--- config.mk ---
export PLATFORM = sky130hd
export DESIGN_NAME = gpio_port
export DESIGN_NICKNAME = d
export VERILOG_FILES = /design/src/rtl/gpio_port.sv
export SDC_FILE = /design/constraint.sdc
export NUM_CORES = 1
export LEC_CHECK = 0
export ABC_CLOCK_PERIOD_IN_PS = 3100
export BUFFER_PORTS_ARGS = -buffer_cell sky130_fd_sc_hd__clkbuf_2
export CAP_MARGIN = 20
export CORE_MARGIN = 3
export CORE_UTILIZATION = 25
export CTS_BUF_LIST = sky130_fd_sc_hd__clkbuf_4
export CTS_CLUSTER_SIZE = 28
export DETAILED_ROUTE_END_ITERATION = 7
export GPL_TIMING_DRIVEN = 0
export SLEW_MARGIN = 40
export SYNTH_ARGS = -nofsm -noshare
export SYNTH_HDL_FRONTEND = slang
export SYNTH_SLANG_ARGS = --single-unit
--- constraint.sdc ---
create_clock -name clk -period 3.1 [get_ports clk]
set_clock_uncertainty 0.15 [all_clocks]
set_input_delay 0.62 -clock clk [delete_from_list [all_inputs] [get_ports clk]]
set_output_delay 0.62 -clock clk [all_outputs]
set_load 0.005 [all_outputs]
--- src/rtl/gpio_port.sv ---
module gpio_port #(
  parameter int AW = 8,
  parameter logic [AW-1:0] A_DAT  = 'h00,
  parameter logic [AW-1:0] A_DIR  = 'h04,
  parameter logic [AW-1:0] A_PULL = 'h10
) (
  input  logic          clk,
  input  logic          rst_n,
  input  logic [AW-1:0] bus_addr,
  input  logic          bus_wr,
  input  logic [7:0]    bus_wdata,
  output logic [7:0]    bus_rdata,
  input  logic          slow_edge_en,
  input  logic [7:0]    pin_in,
  output logic [7:0]    pin_oe,
  output logic [7:0]    pin_out,
  output logic [7:0]    pull_en,
  output logic [1:0]    slow_fall,
  output logic [4:0]    irq_req
);
  logic [7:0] dat_q, dir_q, pull_q, s1_q, s2_q;

  wire wr_dat  = bus_wr && (bus_addr == A_DAT);
  wire wr_dir  = bus_wr && (bus_addr == A_DIR);
  wire wr_pull = bus_wr && (bus_addr == A_PULL);

  always_ff @(posedge clk)
    if (wr_dat) dat_q <= bus_wdata;

  always_ff @(posedge clk or negedge rst_n)
    if (!rst_n) begin
      dir_q  <= '0;
      pull_q <= '0;
    end else begin
      if (wr_dir)  dir_q  <= bus_wdata;
      if (wr_pull) pull_q <= bus_wdata;
    end

  always_ff @(posedge clk or negedge rst_n)
    if (!rst_n) begin
      s1_q <= '0;
      s2_q <= '0;
    end else begin
      s1_q <= pin_in;
      s2_q <= s1_q;
    end

  assign pin_oe    = {dir_q[7:6] & ~dat_q[7:6], dir_q[5:0]};
  assign pin_out   = {2'b00, dat_q[5:0]};
  assign pull_en   = ~dir_q & ~pull_q;
  assign slow_fall = {2{slow_edge_en}} & dir_q[7:6];
  assign irq_req   = {s2_q[7], s2_q[3:0]};

  always_comb begin
    bus_rdata = '0;
    if (bus_addr == A_DAT)      bus_rdata = (dir_q & dat_q) | (~dir_q & s2_q);
    else if (bus_addr == A_DIR) bus_rdata = dir_q;
  end
endmodule

==> flow_summary.yaml, run 1 <==
yosys:
  ys_ff_latch: 40
  yosys_warnings: 0
  seq_area_frac_synth_pct: 63.08
  async_flop_share_pct: 80.00
  synth.distinct_cells: 23
  synthFlopType: "dfrtp_1"
  synth.avg_cell_area_sq_um: 13.42
  synthCells: 123
  yosys-top-cells-count: "32 x dfrtp_1, 19 x buf_4, 16 x mux2_2"
  synth.area.top_cells: "dfrtp_1 49%, edfxtp_1 15%, mux2_2 11%"
  synth_top_cell_area_share_pct: 48.52
  synth_edf_count: 8
  yosys.area.top_type: "dfrtp_1"
  synth_area_sq_um: 1650
  yosysMostFrequentCell: "dfrtp_1"
global_route:
  antenna_found_initial: 0
  grt_pass1_vias: 1149
  grt_usage_pct: 10.60
  overflow: 0
  grt_max_degree: 33
  grt_pass1_wl_mm: 5.961
sta:
  period_share_pct: 95.50
  whs_ns: 0.08972
  rsz0062_at_grt: "false"
  slew_viol_final: 0
  max_freq_mhz: 337.8
  setup_viol: 0
  max_slew.worst_pin.slew_ns: 0.7660
  max_slew_margin_pct: 48.55
  fin_crit_ns: 2.961
  hold_viol_final: 0
power:
  peakVddDrop_uv: 200.0
  combPwrFrac_pct: 10.1
  pwr-share-seq_pct: 61.5
  clkPwrFrac_pct: 28.4
  power_density_nw_per_um2: 430.9
  sw_frac_of_total_pct: 23.98
  p_int_mw: 0.7029
  leakage_nw: 1.048
  switching_power_mw: 0.2218
floorplan:
  fp.dieH_um: 87.25
  core_area_sq_um: 6166
  ios: 67
  die_w_um: 87.25
  dieArea_sq_um: 7613
  start_util_pct: 26.77
  core.rowCount: 28
layout:
  fill_cells: 644
  instances_no_fill: 272
  nNetsFinal: 224
  diodes: 0
  syn_to_final_growth_pct: 30.02
  finalInstanceArea_sq_um: 2146
  drive_gt1_share_pct: 58.38
route:
  first_pass_iters: 3
  post_drt_wl_per_cell_um: 13.98
  first_iter_violations: 20
  avgViaCountPerCell: 4.118
  drc: 0
  ant_nets: 0
  routed_wl_mm: 3.802
  num_vias: 1120
worst_setup_path:
  cp_max_fo: 9
  crit_type: "in2out"
  cp-end-kind: "output port"
  critical_path_required_ns: 2.33
  regToRegSetupSlack_ns: 2.12
  arrival_ns: 2.19
  critPathBufInv: 3
  slowest_stage: "or4_4"
  crit_top_cell: "clkbuf_2"
  critPathLaunchType: "primary input"
  path_delay_family: "simple AND/OR/NAND/NOR gates"
  path_cells: "clkbuf_2 -> or4_4 -> or2_2 -> buf_2 -> a211oi_2 -> clkbuf_2"
  max_stage_delay_ns: 0.57
clock_tree:
  clock_latency_ns: 0.33
  cts_inserted_buffers: 5
  post_cts_buffers: 0
  cts_sinks: 40
  clk_pin_slew_ns: 0.11
  cts_tree: "yes"
  ctsRootBufferMaster: "clkbuf_4"
  postCtsHoldBufs: 0
  htreeDepth: 2
  cts_max_path_buffers: 2
hold_path:
  hold_path_class: "in2async"
placed_design:
  place_area_sq_um: 2083
  hpwlAfterDp_mm: 2.758
  dp.cells: 264
  portBuffers: 64
  place_congestion: 0.6657
run:
  maxCapViolCount: 0
outcome:
  status: "finished clean"
layer usage:
layer	global-route usage (%)	part of all wire [%]	vias up
met5	0	0	-
met4	3.347	1.2	0
met3	3.122	7.4	6
met2	16.71	47	46
met1	14.00	45	521
li1	-	-	547
per-stage QoR:
stage	setup slack (ns)	power [mW]	util [%]	setup TNS, ns
finish	0.1395	0.9247	34.80	0
global route	0.06082	0.9852	34.80	0
CTS	0.03832	0.9504	34.72	0
detailed placement	0.04192	0.6751	33.79	0
global placement	-0.5612	0.6722	33.54	-4.484
floorplan	0.2197	0.6183	-	0
layout by cell type, fill, tap and decap left out:
cell type / instances
nor4_4: 1
a21oi_1: 8
and2_1: 2
a211oi_2: 1
nor3_1: 6
dfrtp_1: 32
mux2_2: 16
buf_2: 1
nor3b_1: 6
clkbuf_4: 7
nand3b_1: 1
clkbuf_1: 1
edfxtp_1: 8
nor2_1: 9
nor2b_1: 2
or4_4: 1
clkinv_2: 1
or3_1: 1
nor3_4: 1
o21ai_0: 1
clkinvlp_4: 1
nor3b_2: 1
conb_1: 2
or2_2: 1
inv_1: 1
buf_4: 20
nand2_1: 2
clkbuf_2: 63
power groups by stage:
stage | Clock, mW | Sequential [mW] | Combinational (mW)
2_1_floorplan | 0 | 0.576 | 0.0422
3_3_place_gp | 0 | 0.579 | 0.0928
3_5_place_dp | 0 | 0.580 | 0.0948
4_1_cts | 0.286 | 0.570 | 0.0951
5_1_grt | 0.308 | 0.573 | 0.105
6_report | 0.262 | 0.569 | 0.0931
logic make-up after synthesis:
logic type,synth area share [%]
muxes,10.92
buffers and inverters,9.401
AOI/OAI and AO/OA,3.184
DFF,63.08
other,0.2272
and+or+nand+nor,13.19
area by class of cell:
| class | instances | area, sq um | share of cell area [%] |
|---|---|---|---|
| Buffer | 21 | 151.4 | 7.055 |
| Clock buffer | 6 | 45.04 | 2.099 |
| Clock inverter | 2 | 12.51 | 0.5831 |
| Inverter | 1 | 3.754 | 0.1749 |
| Multi-Input combinational cell | 62 | 467.9 | 21.81 |
| Sequential cell | 40 | 1041 | 48.51 |
| Tap cell | 75 | 93.84 | 4.373 |
| Timing Repair Buffer | 65 | 330.3 | 15.39 |
what timing repair did:
action / 4_1_cts / 5_1_grt
endpoints found under the hold margin: 0 / 0
resized for setup: 0 / 1
setup endpoints to repair: 0 / 1
registers in the layout, summed over array words and instances, names as in the netlist:
name,flops
dat_q,8
dir_q,8
pull_q,8
s1_q,8
s2_q,8
final timing paths:
path	depth (start not counted)	start	to
worst min register to register	0	s1_q[2]	s2_q[2]
worst max-delay path	6	bus_addr[5]	bus_rdata[6]
max in group asynchronous	1	rst_n	dir_q[5]
worst max register to register	1	dir_q[6]	dir_q[6]
worst min-delay path	1	rst_n	s1_q[4]
min in group clk	0	s1_q[2]	s2_q[2]
(Power assumes the default switching activity.)
==> run 2: changes to the inputs <==
--- a/config.mk
+++ b/config.mk
@@ -14,6 +14,7 @@
 export CTS_CLUSTER_SIZE = 28
 export DETAILED_ROUTE_END_ITERATION = 7
 export GPL_TIMING_DRIVEN = 0
+export RECOVER_POWER = 100
 export SLEW_MARGIN = 40
 export SYNTH_ARGS = -nofsm -noshare
 export SYNTH_HDL_FRONTEND = slang
==> flow_summary.yaml, run 2 (synthesis gave the netlist of run 1 again) <==
route:
  first_pass_iters: 4
  avgViaCountPerCell: 4.151
  routed-wl-met2_mm: 1.754
  post_drt_wl_per_cell_um: 13.92
  routed-wl-met3_um: 292
  num_vias: 1129
  wl_met1_mm: 1.689
  first_iter_violations: 16
  ant_nets: 0
  drc: 0
  routed_wl_mm: 3.785
  highest_layer: "met4"
floorplan:
  ios: 67
  die_w_um: 87.25
  fp.dieH_um: 87.25
  dieArea_sq_um: 7613
  start_util_pct: 26.77
  core.rowCount: 28
  core_area_sq_um: 6166
sta:
  period_share_pct: 94.45
  rsz0062_at_grt: "false"
  whs_ns: 0.2101
  fin_ws_ns: 0.1719
  max_slew_margin_pct: -15.31
  setup_tns_ns: 0
  slew_viol_final: 33
  max_freq_mhz: 341.5
  max_slew.worst_pin.slew_ns: 1.730
  setup_viol: 0
  hold_viol_final: 0
  fin_crit_ns: 2.928
clock_tree:
  htreeDepth: 2
  clock_latency_ns: 0.33
  clk_pin_slew_ns: 0.11
  post_cts_buffers: 0
  cts_inserted_buffers: 5
  cts_sinks: 40
  cts_tree: "yes"
  cts_max_path_buffers: 2
  postCtsHoldBufs: 0
  ctsRootBufferMaster: "clkbuf_4"
worst_setup_path:
  critPathLaunchType: "primary input"
  r2r-start: "dir_q[7]"
  regToRegSetupSlack_ns: 2.12
  crit_type: "in2out"
  regToRegEndpoint: "dir_q[7]"
  arrival_ns: 2.16
  cp-end-kind: "output port"
  ff2ff_path_depth: 1
  cp_max_fo: 9
  critical_path_required_ns: 2.33
placed_design:
  place_congestion: 0.6657
  place_area_sq_um: 2083
  dp_slack_ns: 0.04192
  portBuffers: 64
  hpwlAfterDp_mm: 2.758
  dp.cells: 264
layout:
  multiInputGateArea_sq_um: 447.9
  drive_gt1_share_pct: 48.22
  syn_to_final_growth_pct: 27.07
  finalInstanceArea_sq_um: 2097
  fill_cells: 658
  layout_commonest_cell: "clkbuf_2"
  fin_util_pct: 34.01
  diodes: 0
  ff_latch_area_sq_um: 1041
  nNetsFinal: 224
  most-common-layout-cells: "46 x clkbuf_2, 32 x dfrtp_1, 20 x clkbuf_4"
  instances_no_fill: 272
hold_path:
  holdPathStages: 0
  min_to: "s2_q[2]"
  holdCritStartpoint: "s1_q[2]"
  hold_path_class: "reg2reg"
outcome:
  status: "finished with violations"
  violations: "capacitance limit, slew limit"
run:
  maxCapViolCount: 1
global_route:
  overflow: 0
  grt_max_degree: 33
  grt_usage_pct: 10.60
  grt_pass1_wl_mm: 5.961
  antenna_found_initial: 0
  grt_pass1_vias: 1149
power:
  power_density_nw_per_um2: 438.6
  leakage_nw: 0.9676
  finalPower_mw: 0.9198
  peakVddDrop_uv: 209.6
## run 2: metal layers
layer  vias to the layer above  global-route usage, %
li1                        547                      -
met4                         0                  3.347
met2                        51                  16.71
met1                       526                  14.00
met3                         5                  3.122
met5                         -                      0
## run 2: layout make-up
cell class,instances,share of cell area (%)
flip-flops and latches,40,49.64
multi-input cells,62,21.36
repair buffers,65,14.38
plain buffers,21,7.220
well taps,75,4.475
clock buffers,6,2.148
clock inverters,2,0.5967
inverters,1,0.1790
## run 2: power by group
part,leakage [nW],internal (mW),switching [mW],total [mW]
Sequential,0.479,0.557,0.0124,0.569
Combinational,0.457,0.0461,0.0415,0.0876
Clock,0.0317,0.0964,0.167,0.263
## run 2: worst max-delay path by stage
stage | from | endpoint | slack, ns | depth (start not counted)
after floorplan | bus_addr[5] | dat_q[0] | 0.22 | 4
after global placement | bus_addr[5] | dat_q[2] | -0.56 | 5
after CTS | bus_addr[5] | bus_rdata[6] | 0.04 | 6
final | bus_addr[5] | bus_rdata[6] | 0.17 | 6
after detailed placement | bus_addr[5] | bus_rdata[6] | 0.04 | 6
after global routing | bus_addr[5] | bus_rdata[1] | 0.09 | 6
## run 2: critical path: stages
cell and delay (ns):
clkbuf_2 0.08, or4_4 0.55, or2_2 0.30, buf_2 0.20, a211oi_2 0.25, clkbuf_2 0.15
## run 2: what timing repair did
action,4_1_cts,5_1_grt
gates resized for setup,0,1
endpoints found under the setup margin,0,1
hold endpoints to repair,0,0
